`config.mk`:
```
export PLATFORM = sky130hd
export DESIGN_NAME = xbus_ctrl
export DESIGN_NICKNAME = d
export VERILOG_FILES = /design/src/rtl/xbus_pkg.sv /design/src/rtl/xbus_seq.sv /design/src/rtl/xbus_latch.sv /design/src/rtl/xbus_pins.sv /design/src/rtl/xbus_ctrl.sv
export SDC_FILE = /design/constraint.sdc
export NUM_CORES = 1
export LEC_CHECK = 0
export ABC_AREA = 1
export BUFFER_PORTS_ARGS = -buffer_cell sky130_fd_sc_hd__buf_4
export CORE_ASPECT_RATIO = 2
export CORE_MARGIN = 3
export CORE_UTILIZATION = 43
export DETAILED_ROUTE_END_ITERATION = 7
export PLACE_DENSITY = 0.74
export SYNTH_ARGS = -nofsm -noshare
export SYNTH_HDL_FRONTEND = slang
export SYNTH_SLANG_ARGS = --single-unit
```
`constraint.sdc`:
```
create_clock -name clk -period 1.4 [get_ports clk]
set_clock_uncertainty 0.1 [all_clocks]
set_input_delay 0.28 -clock clk [delete_from_list [all_inputs] [get_ports clk]]
set_output_delay 0.28 -clock clk [all_outputs]
set_load 0.05 [all_outputs]
```
`src/rtl/xbus_pkg.sv`:
```
package xbus_pkg;

  typedef enum logic [2:0] {
    PH_IDLE = 3'd0,
    PH_ADDR = 3'd1,
    PH_HOLD = 3'd2,
    PH_STRB = 3'd3,
    PH_TAIL = 3'd4
  } xbus_phase_t;

  // Cycles the read or write strobe stays low for a wait-state count.
  function automatic int strobe_cycles(input int ws);
    return ws + 1;
  endfunction

  // Cycles of one whole access, from the ALE cycle to the done cycle.
  function automatic int access_cycles(input int ws);
    return strobe_cycles(ws) + 3;
  endfunction

endpackage

```
`src/rtl/xbus_seq.sv`:
```
module xbus_seq
  import xbus_pkg::*;
#(
  parameter int WSW = 2
) (
  input  logic              clk,
  input  logic              rst_n,
  input  logic              req_i,
  input  logic              wr_i,
  input  logic [WSW-1:0]    ws_i,
  output xbus_phase_t       phase_o,
  output logic              wr_q_o,
  output logic [WSW-1:0]    ws_q_o,
  output logic              accept_o,
  output logic              strobe_last_o,
  output logic              done_o
);

  xbus_phase_t    phase;
  logic [WSW-1:0] cnt;
  logic           wr_q;
  logic [WSW-1:0] ws_q;

  assign accept_o      = (phase == PH_IDLE) && req_i;
  assign strobe_last_o = (phase == PH_STRB) && (cnt == ws_q);
  assign done_o        = (phase == PH_TAIL);
  assign phase_o       = phase;
  assign wr_q_o        = wr_q;
  assign ws_q_o        = ws_q;

  always_ff @(posedge clk or negedge rst_n) begin
    if (!rst_n) begin
      phase <= PH_IDLE;
      cnt   <= '0;
      wr_q  <= 1'b0;
      ws_q  <= '0;
    end else begin
      case (phase)
        PH_IDLE: if (accept_o) begin
          phase <= PH_ADDR;
          wr_q  <= wr_i;
          ws_q  <= ws_i;
        end
        PH_ADDR: phase <= PH_HOLD;
        PH_HOLD: begin
          phase <= PH_STRB;
          cnt   <= '0;
        end
        PH_STRB: begin
          if (strobe_last_o) phase <= PH_TAIL;
          else               cnt   <= cnt + 1'b1;
        end
        default: phase <= PH_IDLE;
      endcase
    end
  end

  // completion is a single-cycle pulse
  assert_done_single_R6: assert property (@(posedge clk) disable iff (!rst_n)
    done_o |=> !done_o);

  // the cycle after completion is idle
  assert_idle_after_done_R10: assert property (@(posedge clk) disable iff (!rst_n)
    done_o |=> (phase == PH_IDLE));

  // no acceptance while an access runs
  assert_no_accept_busy_R8: assert property (@(posedge clk) disable iff (!rst_n)
    accept_o |=> !accept_o);

endmodule

```
`src/rtl/xbus_latch.sv`:
```
module xbus_latch #(
  parameter int DW = 8,
  parameter int AW = 16
) (
  input  logic          clk,
  input  logic          rst_n,
  input  logic          accept_i,
  input  logic          sample_i,
  input  logic [AW-1:0] addr_i,
  input  logic [DW-1:0] wdata_i,
  input  logic          wide_i,
  input  logic [DW-1:0] lo_in_i,
  output logic [AW-1:0] addr_q_o,
  output logic [DW-1:0] wdata_q_o,
  output logic          wide_q_o,
  output logic [DW-1:0] rdata_o
);

  always_ff @(posedge clk or negedge rst_n) begin
    if (!rst_n) begin
      addr_q_o  <= '0;
      wdata_q_o <= '0;
      wide_q_o  <= 1'b0;
    end else if (accept_i) begin
      addr_q_o  <= addr_i;
      wdata_q_o <= wdata_i;
      wide_q_o  <= wide_i;
    end
  end

  always_ff @(posedge clk or negedge rst_n) begin
    if (!rst_n)        rdata_o <= '0;
    else if (sample_i) rdata_o <= lo_in_i;
  end

  // captured request fields only move on acceptance
  assert_addr_held_R8: assert property (@(posedge clk) disable iff (!rst_n)
    !accept_i |=> $stable(addr_q_o) && $stable(wdata_q_o) && $stable(wide_q_o));

endmodule

```
`src/rtl/xbus_pins.sv`:
```
module xbus_pins
  import xbus_pkg::*;
#(
  parameter int DW  = 8,
  parameter int AW  = 16,
  parameter int WSW = 2
) (
  input  logic           clk,
  input  logic           rst_n,
  input  xbus_phase_t    phase_i,
  input  logic           wr_q_i,
  input  logic [WSW-1:0] ws_q_i,
  input  logic [AW-1:0]  addr_q_i,
  input  logic [DW-1:0]  wdata_q_i,
  input  logic           wide_q_i,
  input  logic           ale_low_idle_i,
  input  logic [DW-1:0]  p0_reg_i,
  input  logic           p0_drive_idle_i,
  input  logic [AW-DW-1:0] p2_reg_i,
  output logic [DW-1:0]  lo_out_o,
  output logic           lo_oe_o,
  output logic [AW-DW-1:0] hi_out_o,
  output logic           ale_o,
  output logic           rd_n_o,
  output logic           wr_n_o
);

  localparam int HW    = AW - DW;
  localparam int RUN_W = WSW + 2;

  logic in_access;
  logic addr_phase;
  logic data_phase;

  assign in_access  = (phase_i != PH_IDLE);
  assign addr_phase = (phase_i == PH_ADDR) || (phase_i == PH_HOLD);
  assign data_phase = (phase_i == PH_STRB) || (phase_i == PH_TAIL);

  always_comb begin
    lo_out_o = p0_reg_i;
    lo_oe_o  = p0_drive_idle_i;
    if (addr_phase) begin
      lo_out_o = addr_q_i[DW-1:0];
      lo_oe_o  = 1'b1;
    end else if (data_phase) begin
      lo_out_o = wdata_q_i;
      lo_oe_o  = wr_q_i;
    end
  end

  always_comb begin
    if (in_access && wide_q_i) hi_out_o = addr_q_i[AW-1:DW];
    else                       hi_out_o = p2_reg_i;
  end

  assign ale_o  = (phase_i == PH_IDLE) ? !ale_low_idle_i : (phase_i == PH_ADDR);
  assign rd_n_o = !((phase_i == PH_STRB) && !wr_q_i);
  assign wr_n_o = !((phase_i == PH_STRB) &&  wr_q_i);

  // Length of the current low run of either strobe, for the checker below.
  logic [RUN_W-1:0] low_run;
  logic             strobe_n;
  assign strobe_n = rd_n_o && wr_n_o;

  always_ff @(posedge clk or negedge rst_n) begin
    if (!rst_n)        low_run <= '0;
    else if (strobe_n) low_run <= '0;
    else               low_run <= low_run + 1'b1;
  end

  // never both strobes low
  assert_one_strobe_R9: assert property (@(posedge clk) disable iff (!rst_n)
    rd_n_o || wr_n_o);

  // low port floats while the read strobe is low
  assert_float_on_read_R9: assert property (@(posedge clk) disable iff (!rst_n)
    !rd_n_o |-> !lo_oe_o);

  // strobes stay high while ALE is high
  assert_strobes_high_ale_R2: assert property (@(posedge clk) disable iff (!rst_n)
    (ale_o && in_access) |-> (rd_n_o && wr_n_o));

  // strobe low run lasts 1+ws cycles
  assert_strobe_len_R5: assert property (@(posedge clk) disable iff (!rst_n)
    $rose(strobe_n) |-> (int'(low_run) == strobe_cycles(int'(ws_q_i))));

  // wide address held on the high port through the access
  assert_hi_stable_R7: assert property (@(posedge clk) disable iff (!rst_n)
    (in_access && wide_q_i && $past(phase_i != PH_IDLE)) |-> $stable(hi_out_o));

endmodule

```
`src/rtl/xbus_ctrl.sv`:
```
module xbus_ctrl
  import xbus_pkg::*;
#(
  parameter int DW  = 8,
  parameter int AW  = 16,
  parameter int WSW = 2
) (
  input  logic              clk,
  input  logic              rst_n,
  input  logic              req_i,
  input  logic              wr_i,
  input  logic              wide_i,
  input  logic [AW-1:0]     addr_i,
  input  logic [DW-1:0]     wdata_i,
  input  logic [WSW-1:0]    ws_i,
  input  logic              ale_low_idle_i,
  input  logic [DW-1:0]     p0_reg_i,
  input  logic              p0_drive_idle_i,
  input  logic [AW-DW-1:0]  p2_reg_i,
  input  logic [DW-1:0]     lo_in_i,
  output logic [DW-1:0]     lo_out_o,
  output logic              lo_oe_o,
  output logic [AW-DW-1:0]  hi_out_o,
  output logic              ale_o,
  output logic              rd_n_o,
  output logic              wr_n_o,
  output logic [DW-1:0]     rdata_o,
  output logic              done_o
);

  xbus_phase_t    phase;
  logic           wr_q;
  logic [WSW-1:0] ws_q;
  logic           accept;
  logic           strobe_last;
  logic           sample_rd;
  logic [AW-1:0]  addr_q;
  logic [DW-1:0]  wdata_q;
  logic           wide_q;

  assign sample_rd = strobe_last && !wr_q;

  xbus_seq #(.WSW(WSW)) u_seq (
    .clk           (clk),
    .rst_n         (rst_n),
    .req_i         (req_i),
    .wr_i          (wr_i),
    .ws_i          (ws_i),
    .phase_o       (phase),
    .wr_q_o        (wr_q),
    .ws_q_o        (ws_q),
    .accept_o      (accept),
    .strobe_last_o (strobe_last),
    .done_o        (done_o)
  );

  xbus_latch #(.DW(DW), .AW(AW)) u_latch (
    .clk       (clk),
    .rst_n     (rst_n),
    .accept_i  (accept),
    .sample_i  (sample_rd),
    .addr_i    (addr_i),
    .wdata_i   (wdata_i),
    .wide_i    (wide_i),
    .lo_in_i   (lo_in_i),
    .addr_q_o  (addr_q),
    .wdata_q_o (wdata_q),
    .wide_q_o  (wide_q),
    .rdata_o   (rdata_o)
  );

  xbus_pins #(.DW(DW), .AW(AW), .WSW(WSW)) u_pins (
    .clk             (clk),
    .rst_n           (rst_n),
    .phase_i         (phase),
    .wr_q_i          (wr_q),
    .ws_q_i          (ws_q),
    .addr_q_i        (addr_q),
    .wdata_q_i       (wdata_q),
    .wide_q_i        (wide_q),
    .ale_low_idle_i  (ale_low_idle_i),
    .p0_reg_i        (p0_reg_i),
    .p0_drive_idle_i (p0_drive_idle_i),
    .p2_reg_i        (p2_reg_i),
    .lo_out_o        (lo_out_o),
    .lo_oe_o         (lo_oe_o),
    .hi_out_o        (hi_out_o),
    .ale_o           (ale_o),
    .rd_n_o          (rd_n_o),
    .wr_n_o          (wr_n_o)
  );

  // read data only changes at the end of a read strobe
  assert_rdata_hold_R4: assert property (@(posedge clk) disable iff (!rst_n)
    rd_n_o |=> $stable(rdata_o));

endmodule

```
==> results.txt, run 1 <==
The global route total overflow came out at 0. Leaving out fill and tap cells, the most frequent cell in the layout is sky130_fd_sc_hd__buf_4. After detailed placement, the total cell area comes to 3000 um2.

The number of input and output port buffers inserted is 85. The total of max-cap violations is 0. The DRC violation total after the first TritonRoute iteration came out at 60. In this run the worst hold path is classified as input port to flip-flop. The area of the die is 5569 um2. The number of search-and-repair iterations in the first detailed-routing pass is 4. After the flow finishes, the layout carries non-filler instances totaling 445.

The area of the core region came out at ~4400 um2. The setup violation total in the final timing report came out at 61. Clock tree synthesis found a total of a little over 40 sinks.

The count of vias placed by the detailed router came out at 2459. The normalized max-slew margin came out at 64.84%. The final hold violation count came out at 0.

CTS placed an instance of sky130_fd_sc_hd__clkbuf_8 at the clock tree root. The design area is 4149 um2. TritonCTS built the clock tree.

The floorplan step set the die height to just over 100 um. In this run the core area contains 34 standard-cell rows. The final hold slack is around 0.074 ns.

The final period demand of the worst path came out at 2.074 ns. The post-synthesis instance total came out at ~260. The maximum clock path buffer count came out at 2. The flow ran to the end, but the final reports show violations. The number of nets in the synthesized netlist is 320.

The wire length of the first global-routing pass is around 10 mm. In this run the horizontal extent of the chip is 54.29 um. The routed wire length per instance came out at 21.31 um. In the layout the commonest cells are 78 x sky130_fd_sc_hd__buf_4, 55 x sky130_fd_sc_hd__nand2_1, 38 x sky130_fd_sc_hd__dfrtp_1. The number of antenna violations at the first check in global routing came to 0. The congestion estimate from routability-driven global placement came to 0.8149. At the pin with the least slew margin, the transition time is 0.5273 ns. Entering global routing, the biggest net connects 42 pins. The area used by multi-input combinational logic came out at 1520 um2. The master of the slowest instance on the critical path is sky130_fd_sc_hd__dfrtp_2. The depth of the worst register-to-register path came out at 9. The boundary pin count is 86. The number of register bits inferred by synthesis is 41.

Registers take roughly 1000 um2. The startpoint identified for the worst register-to-register timing path is u_seq.phase_o[0]. The starting utilization of the core area came out at approximately 45%. Setup repair after global routing could not meet its margin everywhere.

The global router's overall resource usage is 24.31%. In the routed layout, each cell is associated on average with a via count of 5.526. The latest clock arrival within the worst-skew pair came out at 0.30 ns. The detailed placer's ending HPWL is 4.026 mm.

The number of cells after detailed placement is 410. The via count of the first global-routing pass is roughly 2200. The highest attainable clock frequency is between 400 and 500 MHz. The sequential fraction of the synthesis area came out at 51.15%. The setup slack on the worst flop-to-flop path is -0.51 ns. The highest fanout seen on the critical path came out at 5. The critical path start-end classification is flip-flop to output port.

The area growth from synthesis to layout is 106.9%. The capture point of the worst reg-to-reg path is u_latch.wdata_q_o[0]. The routed wire length is around 9.5 mm. The warning count from the yosys run is 0.

The final net count came out at approximately 450. The number of distinct library cells after synthesis came out at 17. The repair_antennas step left the layout with diodes totalling 0. The number of instances on the worst hold path came out at 3. The setup slack of the critical path after layout came out at -0.6736 ns. The final-report max-slew violation count came out at 0. The share of post-route cells with drive strength above 1 is 65.73%. Setup total negative slack on the finished layout was measured at -27.72 ns. The number of buffers inserted during clock tree synthesis came out at 5. The total DRC errors in the routed layout came out at 0. The cell that appears most often on the critical path is sky130_fd_sc_hd__nand2_8.

The netlist area before placement is 2006 um2. The number of fillers in the final layout came out at 142. The average instance in the mapped netlist occupies 7.626 um2.

In this run the remaining antenna-violating nets after routing total 0. The startpoint identified for the worst hold timing path is addr_i[11]. STA classifies the critical path startpoint as a flip-flop. The number of H-tree levels is 2. The critical path goes through nor2_4 -> buf_12 -> nand2_8 -> nand2_8 -> a21oi_4 -> nand2_2 -> nand2_4 -> buf_8. STA classifies the critical path endpoint as an output port.

The checks that failed: setup timing. Data on the critical path is required at its endpoint by 1.02 ns. The post-route fraction of the period consumed by the critical path is 148.1%. The clock-pin transition on the worst setup and hold timing paths is 0.09 ns. The longest individual stage delay on the worst path is 0.51 ns. The worst endpoint data arrival time is between 1.5 and 2 ns. The hold-critical path endpoint is u_latch.addr_q_o[11].
sequential cells by signal, summed over array words and instances (netlist names):
register and cells:
u_latch.addr_q_o 16, u_latch.wide_q_o 1, u_latch.wdata_q_o 8, u_seq.phase_o 3, u_seq.ws_q_o 2, u_seq.wr_q_o 1, u_seq.cnt 2, u_latch.rdata_o 8
cells by family (layout without fill, tap and decap cells):
family,Yosys count,count (layout),synth area share [%]
compound gates,45,45,11.23
buf+inv,36,160,7.423
xor+xnor,2,2,0.8735
simple gates,139,143,29.32
flops,41,41,51.15
synthesized netlist by cell type:
cell,instances,share of area [%]
sky130_fd_sc_hd__xnor2_1,2,0.87
sky130_fd_sc_hd__clkbuf_1,2,0.37
sky130_fd_sc_hd__nor2_1,4,0.75
sky130_fd_sc_hd__inv_1,26,4.9
sky130_fd_sc_hd__buf_2,5,1.2
sky130_fd_sc_hd__nor2_2,1,0.31
sky130_fd_sc_hd__dfrtp_1,41,51
sky130_fd_sc_hd__nand3_1,14,3.5
sky130_fd_sc_hd__nor2_4,2,1.1
sky130_fd_sc_hd__or2_2,8,2.5
sky130_fd_sc_hd__nand2_1,107,20
sky130_fd_sc_hd__nand2_2,2,0.62
sky130_fd_sc_hd__a21oi_1,8,2.0
sky130_fd_sc_hd__inv_2,1,0.19
sky130_fd_sc_hd__nand3_2,1,0.50
sky130_fd_sc_hd__buf_4,2,0.75
sky130_fd_sc_hd__o21ai_0,37,9.2
area by class of cell:
cell class / instances / area share (%)
Timing Repair Buffer: 125 / 30.94
Sequential cell: 41 / 24.82
Clock inverter: 3 / 1.568
Clock buffer: 5 / 1.659
Multi-Input combinational cell: 190 / 36.64
Tap cell: 54 / 1.628
Inverter: 27 / 2.744
metrics by stage:
| stage | setup slack [ns] | utilization, % |
|---|---|---|
| after floorplan | -0.1911 | - |
| after global placement | -0.3605 | 67.82 |
| after detailed placement | -0.3975 | 67.82 |
| after CTS | -0.5620 | 80.01 |
| after global routing | -0.7077 | 93.78 |
| final | -0.6736 | 93.78 |
what timing repair did:
action | 4_1_cts | 5_1_grt
hold buffers | 1 | 0
hold endpoints to repair | 41 | 0
setup endpoints to repair | 58 | 61
cloned | 3 | 7
pin swaps | 12 | 32
setup buffers | 5 | 15
resized for setup | 87 | 122
metal layers:
layer	vias to the layer above	GRT usage, %	routed length (um)
li1	1083	-	-
met1	1207	24.05	2976
met2	123	44.97	5409
met3	46	3.763	480
met4	0	13.63	618
met5	-	0	0
how the worst max path moves through the flow:
| stage | startpoint | to | slack (ns) |
|---|---|---|---|
| final | u_seq.phase_o[0] | lo_out_o[3] | -0.67 |
| after global placement | u_seq.phase_o[0] | lo_out_o[4] | -0.36 |
| after global routing | u_seq.phase_o[1] | lo_oe_o | -0.71 |
| after detailed placement | u_seq.phase_o[0] | lo_out_o[6] | -0.40 |
| after floorplan | u_seq.phase_o[2] | lo_oe_o | -0.19 |
| after CTS | u_seq.phase_o[1] | lo_out_o[1] | -0.56 |
critical path: cells and delay by family (launching register included):
family	cells	cell delay, ns
buffers and inverters	2	0.28
and+or+nand+nor	5	0.44
DFF	1	0.51
AOI/OAI and AO/OA	1	0.15
Power of run 1 is not shown: default switching activity piles up to over one toggle a cycle in this logic, so the estimate is an artifact.
==> inputs of run 2 (changes only) <==
--- a/config.mk
+++ b/config.mk
@@ -9,9 +9,10 @@
 export BUFFER_PORTS_ARGS = -buffer_cell sky130_fd_sc_hd__buf_4
 export CORE_ASPECT_RATIO = 2
 export CORE_MARGIN = 3
-export CORE_UTILIZATION = 43
+export CORE_UTILIZATION = 44
 export DETAILED_ROUTE_END_ITERATION = 7
 export PLACE_DENSITY = 0.74
 export SYNTH_ARGS = -nofsm -noshare
 export SYNTH_HDL_FRONTEND = slang
+export SYNTH_HIERARCHICAL = 1
 export SYNTH_SLANG_ARGS = --single-unit
==> results.txt, run 2 <==
The flow ran to the end, but the final reports show violations. The checks that failed: setup timing. The post-layout instance count excluding filler cells is 488 (+9.7%). The final net count is 489 (+9.4%).

The residual antenna-violating net count after detailed routing is 0 (unchanged). The global route total overflow is 0 (unchanged). The number of cells after detailed placement is 452 (+10%). The flip-flop count of the largest register after layout came out at 16 (unchanged). The final-report max-slew violation count came out at 0 (unchanged).

The count of standard-cell rows came out at 35 (+2.9%). The net count after synthesis came to 351 (+9.7%). The setup violation total in the final timing report came out at 61 (unchanged).

The reg-to-reg critical path startpoint is u_seq/phase_o[1]. The routed wire length is 11.29 mm (+19%). The post-route fraction of the period consumed by the critical path was 150.0% (+1.9 points).

The share of post-route cells with drive strength above 1 was 63.97% (-1.8 points). The required time at the worst-slack endpoint was 1.02 ns (about the same). The number of diodes is 0 (unchanged). The path class of the tightest hold or removal check is input port to flip-flop. The via count of the first global-routing pass came out at 3012 (+36%).

The wire length of the first global-routing pass is 14.93 mm (+52%). The area added between synthesis and finish came out at 99.72%. The final hold violation count came to 0 (unchanged). The most common library cell in the layout ignoring fill and taps is sky130_fd_sc_hd__buf_4.

The worst endpoint data arrival time came to 1.72 ns (+0.03 ns). The largest net degree at the start of global routing is 42 (unchanged). Sorting the synthesized cells by how often they occur yields 141 x sky130_fd_sc_hd__nand2_1, 41 x sky130_fd_sc_hd__dfrtp_1, 32 x sky130_fd_sc_hd__nand3_1, 31 x sky130_fd_sc_hd__inv_1, 9 x sky130_fd_sc_hd__o21ai_1. The number of sinks on the clock net is 41 (unchanged). The depth of the worst register-to-register path came to 12 (+3). The width of the die came out at 55.98 um (+3.1%). The cell type with the largest total area after synthesis is sky130_fd_sc_hd__dfrtp_1.

The final hold slack came to 0.07116 ns (-0.002602 ns). The setup slack of the critical path after layout is -0.7005 ns (-0.02683 ns). The setup slack on the worst flop-to-flop path came to -0.42 ns (+0.09 ns). The clock-pin transition on the worst setup and hold timing paths is 0.10 ns (about the same). The largest registers in the layout are u_latch/addr_q_o x16, u_latch/rdata_o x8, u_latch/wdata_q_o x8. The detailed placer's ending HPWL is 4.383 mm (+8.9%).

The share of synthesized flip-flops with an asynchronous set or reset came out at 100.0% (unchanged). The routed wire length per instance came to 23.14 um (+8.6%). The worst setup path is launched from a flip-flop. The area of the die came out at 5932 um2 (+6.5%).

In this run the critical register-to-register path is captured at u_latch/rdata_o[7]. The number of instances on the worst hold path came out at 3 (unchanged). The top-area cell type share of the netlist area came out at 46.67% (-4.5 points). STA classifies the critical path endpoint as an output port. The number of register bits inferred by synthesis is 41 (unchanged). The post-synthesis instance total is 294 (+12%). The area of the core region is 4730 um2 (+6.9%).

In the layout the commonest cells are 78 x sky130_fd_sc_hd__buf_4, 72 x sky130_fd_sc_hd__nand2_1, 57 x sky130_fd_sc_hd__nand2_2. The warning count from the yosys run came to 6 (+6). The sequential fraction of the synthesis area is 46.67% (-4.5 points). The boundary pin count came out at 86 (unchanged). The number of search-and-repair iterations in the first detailed-routing pass came to 5 (+1). Counting flops per register, the top entry is u_latch/addr_q_o. The count of vias placed by the detailed router is 2818 (+15%).

The most common cell in the synthesized netlist is sky130_fd_sc_hd__nand2_1. Clock tree synthesis selected as its root buffer the cell sky130_fd_sc_hd__clkbuf_8. The starting utilization of the core area is 46.48% (+1.1 points). The number of H-tree levels came out at 2 (unchanged). The final period demand of the worst path came out at 2.100 ns (+0.02683 ns). The overall die height is 106.0 um (+3.3%).

The number of synthesized flops with an enable pin is 0 (unchanged). The global router's overall resource usage came out at 32.66% (+8.3 points). The maximum clock path buffer count is 2 (unchanged).

The hold-critical path endpoint is u_latch/wdata_q_o[6]. The critical path start-end classification is flip-flop to output port. The number of buffers inserted during clock tree synthesis was 5 (unchanged). The total negative setup slack was -24.83 ns (+2.890 ns). The average vias per placed instance is 5.775 (+4.5%).

The average cell area after synthesis came out at 7.477 um2 (-2.0%). The worst hold path begins at wdata_i[6]. The total of max-cap violations came to 0 (unchanged).

After synthesis, the cell types taking the most area are sky130_fd_sc_hd__dfrtp_1 47%, sky130_fd_sc_hd__nand2_1 24%, sky130_fd_sc_hd__nand3_1 7.3%, sky130_fd_sc_hd__inv_1 5.3%, sky130_fd_sc_hd__buf_6 2.6%. The highest attainable clock frequency came out at 476.1 MHz (-1.3%). The instance area at placement came to 3286 um2 (+9.5%).

Setup repair after global routing could not meet its margin everywhere. The slew at the pin with the worst max-slew slack is 0.5398 ns (+0.01242 ns). Among all flip-flop cells after synthesis, the most frequent one is sky130_fd_sc_hd__dfrtp_1.

The number of distinct library cells after synthesis is 24 (+7). The number of antenna violations at the first check in global routing is 0 (unchanged). The DRC violation total after the first TritonRoute iteration is 149 (+150%). The total DRC errors in the routed layout is 0 (unchanged). The netlist area before placement came to 2198 um2 (+9.6%). The final weighted congestion in routability-driven placement came out at 0.8865 (+8.8%).

The highest fanout seen on the critical path came out at 8 (+3). The number of input and output port buffers inserted came out at 85 (unchanged). The design area came out at 4390 um2 (+5.8%). The latest clock arrival within the worst-skew pair is 0.30 ns (about the same). The normalized max-slew margin came out at 64.02% (-0.83 points). TritonCTS built the clock tree.
-- run 2: cell types whose count changed after synthesis, sizes merged --
cell	delta
or2	-6
nand2	+40
nor2	+3
nand3	+18
o21ai	-27
clkbuf	-2
inv	+10
nand4	+1
a211oi	+1
nand3b	+1
a21oi	-8
-- run 2: worst max path at each step --
| stage | from | endpoint | cells after the start |
|---|---|---|---|
| 6_report | u_seq/phase_o[1] | hi_out_o[7] | 7 |
| 4_1_cts | u_seq/phase_o[2] | hi_out_o[7] | 6 |
| 5_1_grt | u_seq/phase_o[0] | hi_out_o[7] | 7 |
| 3_5_place_dp | u_seq/phase_o[0] | lo_out_o[0] | 6 |
| 2_1_floorplan | u_seq/phase_o[0] | hi_out_o[3] | 6 |
| 3_3_place_gp | u_seq/phase_o[0] | lo_out_o[3] | 6 |
-- run 2: per-stage QoR --
stage,util [%],setup WS (ns)
floorplan,-,-0.2412
global placement,69.47,-0.2835
detailed placement,69.47,-0.3180
CTS,85.77,-0.5893
global route,92.83,-0.7480
finish,92.83,-0.7005
-- run 2: critical path, stage by stage (launching register included) --
cell and delay [ns]:
sky130_fd_sc_hd__dfrtp_2 0.49, sky130_fd_sc_hd__inv_2 0.10, sky130_fd_sc_hd__nand2_4 0.06, sky130_fd_sc_hd__o21ai_4 0.23
sky130_fd_sc_hd__clkbuf_16 0.22, sky130_fd_sc_hd__buf_6 0.11, sky130_fd_sc_hd__o21ai_4 0.05, sky130_fd_sc_hd__buf_6 0.15
-- run 2: cells by family (layout without fill, tap and decap cells) --
| logic type | Yosys count | count (layout) | synth area share (%) |
|---|---|---|---|
| simple gates | 196 | 199 | 39.39 |
| buf+inv | 44 | 180 | 10.02 |
| flops | 41 | 41 | 46.67 |
| compound gates | 11 | 11 | 3.131 |
| xor+xnor | 2 | 2 | 0.7970 |
-- run 2: repair_timing --
item / 4_1_cts / 5_1_grt
hold buffers: 1 / 0
endpoints found under the hold margin: 41 / 0
setup buffers: 13 / 5
resized for setup: 83 / 91
pin swaps: 14 / 13
cloned: 9 / 0
endpoints found under the setup margin: 57 / 62
-- run 2: per-layer routing --
metal,part of all wire [%],up-vias,GRT usage [%]
li1,-,1184,-
met1,32,1357,31.19
met2,54,209,60.97
met3,7.6,68,6.561
met4,6.8,0,20.71
met5,0,-,0
-- run 2: layout make-up --
type | instances | area, um2
multi-input combinational | 212 | 1565
timing repair buffer | 133 | 1383
sequential | 41 | 1030
fill | 149 | 339.1
inverter | 37 | 186.4
clock buffer | 5 | 68.82
clock inverter | 3 | 68.82
tap | 55 | 68.82
timing repair inverter | 2 | 20.02
Power of run 2 is left out for the same reason.
==> inputs of run 3 (changes only) <==
--- a/config.mk
+++ b/config.mk
@@ -5,13 +5,12 @@
 export SDC_FILE = /design/constraint.sdc
 export NUM_CORES = 1
 export LEC_CHECK = 0
-export ABC_AREA = 1
 export BUFFER_PORTS_ARGS = -buffer_cell sky130_fd_sc_hd__buf_4
 export CORE_ASPECT_RATIO = 2
 export CORE_MARGIN = 3
 export CORE_UTILIZATION = 44
 export DETAILED_ROUTE_END_ITERATION = 7
-export PLACE_DENSITY = 0.74
+export PLACE_DENSITY = 0.75
 export SYNTH_ARGS = -nofsm -noshare
 export SYNTH_HDL_FRONTEND = slang
 export SYNTH_HIERARCHICAL = 1
==> results.txt, run 3 <==
Counting flops per register, the top entry is u_latch/addr_q_o. The area of the core region is 4642 um2 (-1.9%). The largest registers in the layout are u_latch/addr_q_o x16, u_latch/rdata_o x8, u_latch/wdata_q_o x8.

The most common library cell in the layout ignoring fill and taps is sky130_fd_sc_hd__buf_4. The post-synthesis instance total came out at 165 (-44%). The average cell area after synthesis is 12.99 um2 (+74%). The highest fanout seen on the critical path came out at 8 (unchanged). The average vias per placed instance is 5.237 (-9.3%). The global route total overflow came out at 0 (unchanged). The overall die height came to 104.7 um (-1.2%). The net count after synthesis came to 222 (-37%). The warning count from the yosys run is 6 (unchanged). The sequential fraction of the synthesis area came to 47.87% (+1.2 points).

The flip-flop count of the largest register after layout is 16 (unchanged). The clock tree from TritonCTS is built. In the synthesized netlist, the cells that appear most often are 41 x sky130_fd_sc_hd__dfrtp_1, 24 x sky130_fd_sc_hd__mux2_2, 20 x sky130_fd_sc_hd__mux2_4, 19 x sky130_fd_sc_hd__inv_1, 10 x sky130_fd_sc_hd__nor3_1. The post-route fraction of the period consumed by the critical path was 156.2% (+6.1 points). The final hold violation count came out at 0 (unchanged). The number of input and output port buffers inserted came to 85 (unchanged).

The netlist area before placement came out at 2143 um2 (-2.5%). The slew at the pin with the worst max-slew slack is 0.5048 ns (-0.03491 ns). The area of the die came out at 5795 um2 (-2.3%). For hold timing, the worst endpoint is u_latch/wdata_q_o[0]. The setup violation total in the final timing report was 62 (+1.6%). From synthesis to final layout, the design area changed by 78.52%. In the layout the commonest cells are 91 x sky130_fd_sc_hd__buf_4, 38 x sky130_fd_sc_hd__dfrtp_1, 37 x sky130_fd_sc_hd__mux2_4. The latest clock arrival within the worst-skew pair is 0.29 ns (about the same).

The DRC violation total after the first TritonRoute iteration is 41 (-72%). STA classifies the critical path endpoint as an output port. The number of H-tree levels is 2 (unchanged).

The final reports fail on setup timing. The predominant post-synthesis flop cell is sky130_fd_sc_hd__dfrtp_1. The global router's overall resource usage was 22.89% (-9.8 points).

The clock-pin transition on the worst setup and hold timing paths is 0.08 ns (-0.02 ns). The required time at the worst-slack endpoint came out at 1.02 ns (about the same). The final-report max-slew violation count came out at 0 (unchanged). The width of the die is 55.35 um (-1.1%).

The top-area cell type share of the netlist area came to 47.87% (+1.2 points). The maximum clock path buffer count is 2 (unchanged). The residual antenna-violating net count after detailed routing came out at 0 (unchanged). The final net count came out at 351 (-28%). The number of buffers inserted during clock tree synthesis was 5 (unchanged). The number of synthesized flops with an enable pin is 0 (unchanged). The count of standard-cell rows came out at 35 (unchanged). The total of max-cap violations is 0 (unchanged). The tightest min-delay check is of the input port to flip-flop type. The highest attainable clock frequency came out at 457.4 MHz (-3.9%). The run finished, with violations left. The worst hold path startpoint is wdata_i[0]. The boundary pin count was 86 (unchanged). The routed wire length per instance is 18.76 um (-19%). The number of diodes came out at 0 (unchanged). Of all cell types, the one taking the most synthesized area is sky130_fd_sc_hd__dfrtp_1.

The final weighted congestion in routability-driven placement came to 0.7717 (-13%). The total DRC errors in the routed layout came out at 0 (unchanged). The depth of the worst register-to-register path came to 7 (-5). The normalized max-slew margin is 66.23% (+2.2 points).

The tree is rooted in a sky130_fd_sc_hd__clkbuf_8. The number of sinks on the clock net is 41 (unchanged). The largest net degree at the start of global routing was 42 (unchanged). The detailed placer's ending HPWL is 4.416 mm (+0.75%). The number of distinct library cells after synthesis is 34 (+42%). The count of vias placed by the detailed router came out at 1833 (-35%). The setup slack of the critical path after layout is -0.7864 ns (-0.08599 ns). The number of register bits inferred by synthesis is 41 (unchanged). The worst register-to-register path begins at u_seq/phase_o[0]. The sort of element at the start of the critical path is a flip-flop. The worst endpoint data arrival time came out at 1.81 ns (+0.09 ns).

The via count of the first global-routing pass was 2139 (-29%). Yosys attributes the largest share of cell area to sky130_fd_sc_hd__dfrtp_1 48%, sky130_fd_sc_hd__mux2_4 14%, sky130_fd_sc_hd__mux2_2 13%, sky130_fd_sc_hd__inv_1 3.3%, sky130_fd_sc_hd__a221oi_1 3.3%. The final period demand of the worst path was 2.186 ns (+0.08599 ns). The setup slack on the worst flop-to-flop path is -0.62 ns (-0.20 ns).

The setup slack after placement came out at -0.5632 ns (-0.2452 ns). The wire length of the first global-routing pass is 10.37 mm (-31%). The most numerous cell in the Yosys netlist is sky130_fd_sc_hd__dfrtp_1. The share of post-route cells with drive strength above 1 is 72.54% (+8.6 points). Setup repair after global routing could not meet its margin everywhere. The capture point of the worst reg-to-reg path is u_seq/wr_q_o. The share of synthesized flip-flops with an asynchronous set or reset is 100.0% (unchanged). The number of search-and-repair iterations in the first detailed-routing pass is 4 (-1). The starting utilization of the core area is 46.17% (-0.31 points). The number of antenna violations at the first check in global routing is 0 (unchanged). The number of instances on the worst hold path came out at 2 (-1). The critical path start-end classification is flip-flop to output port. The routed wire length is 6.566 mm (-42%).
run 3: cell count changes in the layout (fill, tap and decap cells not counted), sizes merged, moves of 3 or more:
cell    delta
nand3     -34
nand2    -145
nor3      +10
o21ai      -7
nor2       -9
a221oi     +8
xor2       +3
inv       -20
mux2      +44
buf        -3
run 3: worst max-delay path, cell delays in order (launching register included):
cell                       delay (ns)
sky130_fd_sc_hd__dfrtp_2         0.50
sky130_fd_sc_hd__and3b_1         0.24
sky130_fd_sc_hd__a21o_4          0.28
sky130_fd_sc_hd__a221oi_4        0.30
sky130_fd_sc_hd__buf_6           0.19
run 3: routing by layer:
| layer | up-vias | share of wire (%) | GRT usage, % |
|---|---|---|---|
| met3 | 15 | 5.3 | 5.192 |
| met2 | 75 | 59 | 44.41 |
| met1 | 905 | 33 | 22.80 |
| li1 | 838 | - | - |
| met5 | - | 0 | 0 |
| met4 | 0 | 2.9 | 8.000 |
run 3: cell families after synthesis:
family | count (synthesis) | synth area share (%)
simple gates | 29 | 8.523
flops | 41 | 47.87
xor+xnor | 4 | 1.635
buf+inv | 27 | 7.530
mux | 45 | 27.09
compound gates | 19 | 7.355
run 3: final cells by class:
cell class                 count  area (um2)
clock buffer                   7       86.33
timing repair buffer         130        1235
multi-input combinational     97        1305
sequential                    41        1030
fill                         248       815.8
clock inverter                 1       30.03
inverter                      19       71.32
tap                           55       68.82
run 3: per-stage QoR:
step	util, %	area [um2]	setup TNS (ns)	hold WS [ns]	std cells
after floorplan	-	2384	-18.71	-0.1156	165
after global placement	70.08	3253	-22.75	0.1952	328
after detailed placement	70.08	3253	-24.04	0.1927	328
after CTS	81.78	3796	-33.67	0.1066	349
after global routing	82.43	3826	-38.58	0.1059	350
final	82.43	3826	-35.69	0.1119	350
run 3: worst max path at each step:
| stage | to | depth (start not counted) | slack [ns] | from |
|---|---|---|---|---|
| final | lo_out_o[7] | 4 | -0.79 | u_seq/phase_o[0] |
| after global placement | lo_out_o[7] | 4 | -0.54 | u_seq/phase_o[0] |
| after floorplan | lo_out_o[0] | 4 | -0.62 | u_seq/phase_o[1] |
| after detailed placement | lo_out_o[1] | 4 | -0.56 | u_seq/phase_o[0] |
| after CTS | lo_out_o[1] | 4 | -0.75 | u_seq/phase_o[0] |
| after global routing | lo_out_o[7] | 4 | -0.85 | u_seq/phase_o[0] |
run 3: what timing repair did:
item | CTS | global route
gates cloned | 2 | 0
pin swaps | 7 | 3
endpoints found under the setup margin | 59 | 62
hold endpoints to repair | 41 | 0
hold buffers | 1 | 0
resized for setup | 57 | 6
setup buffers | 11 | 2
Power of run 3 is left out for the same reason.
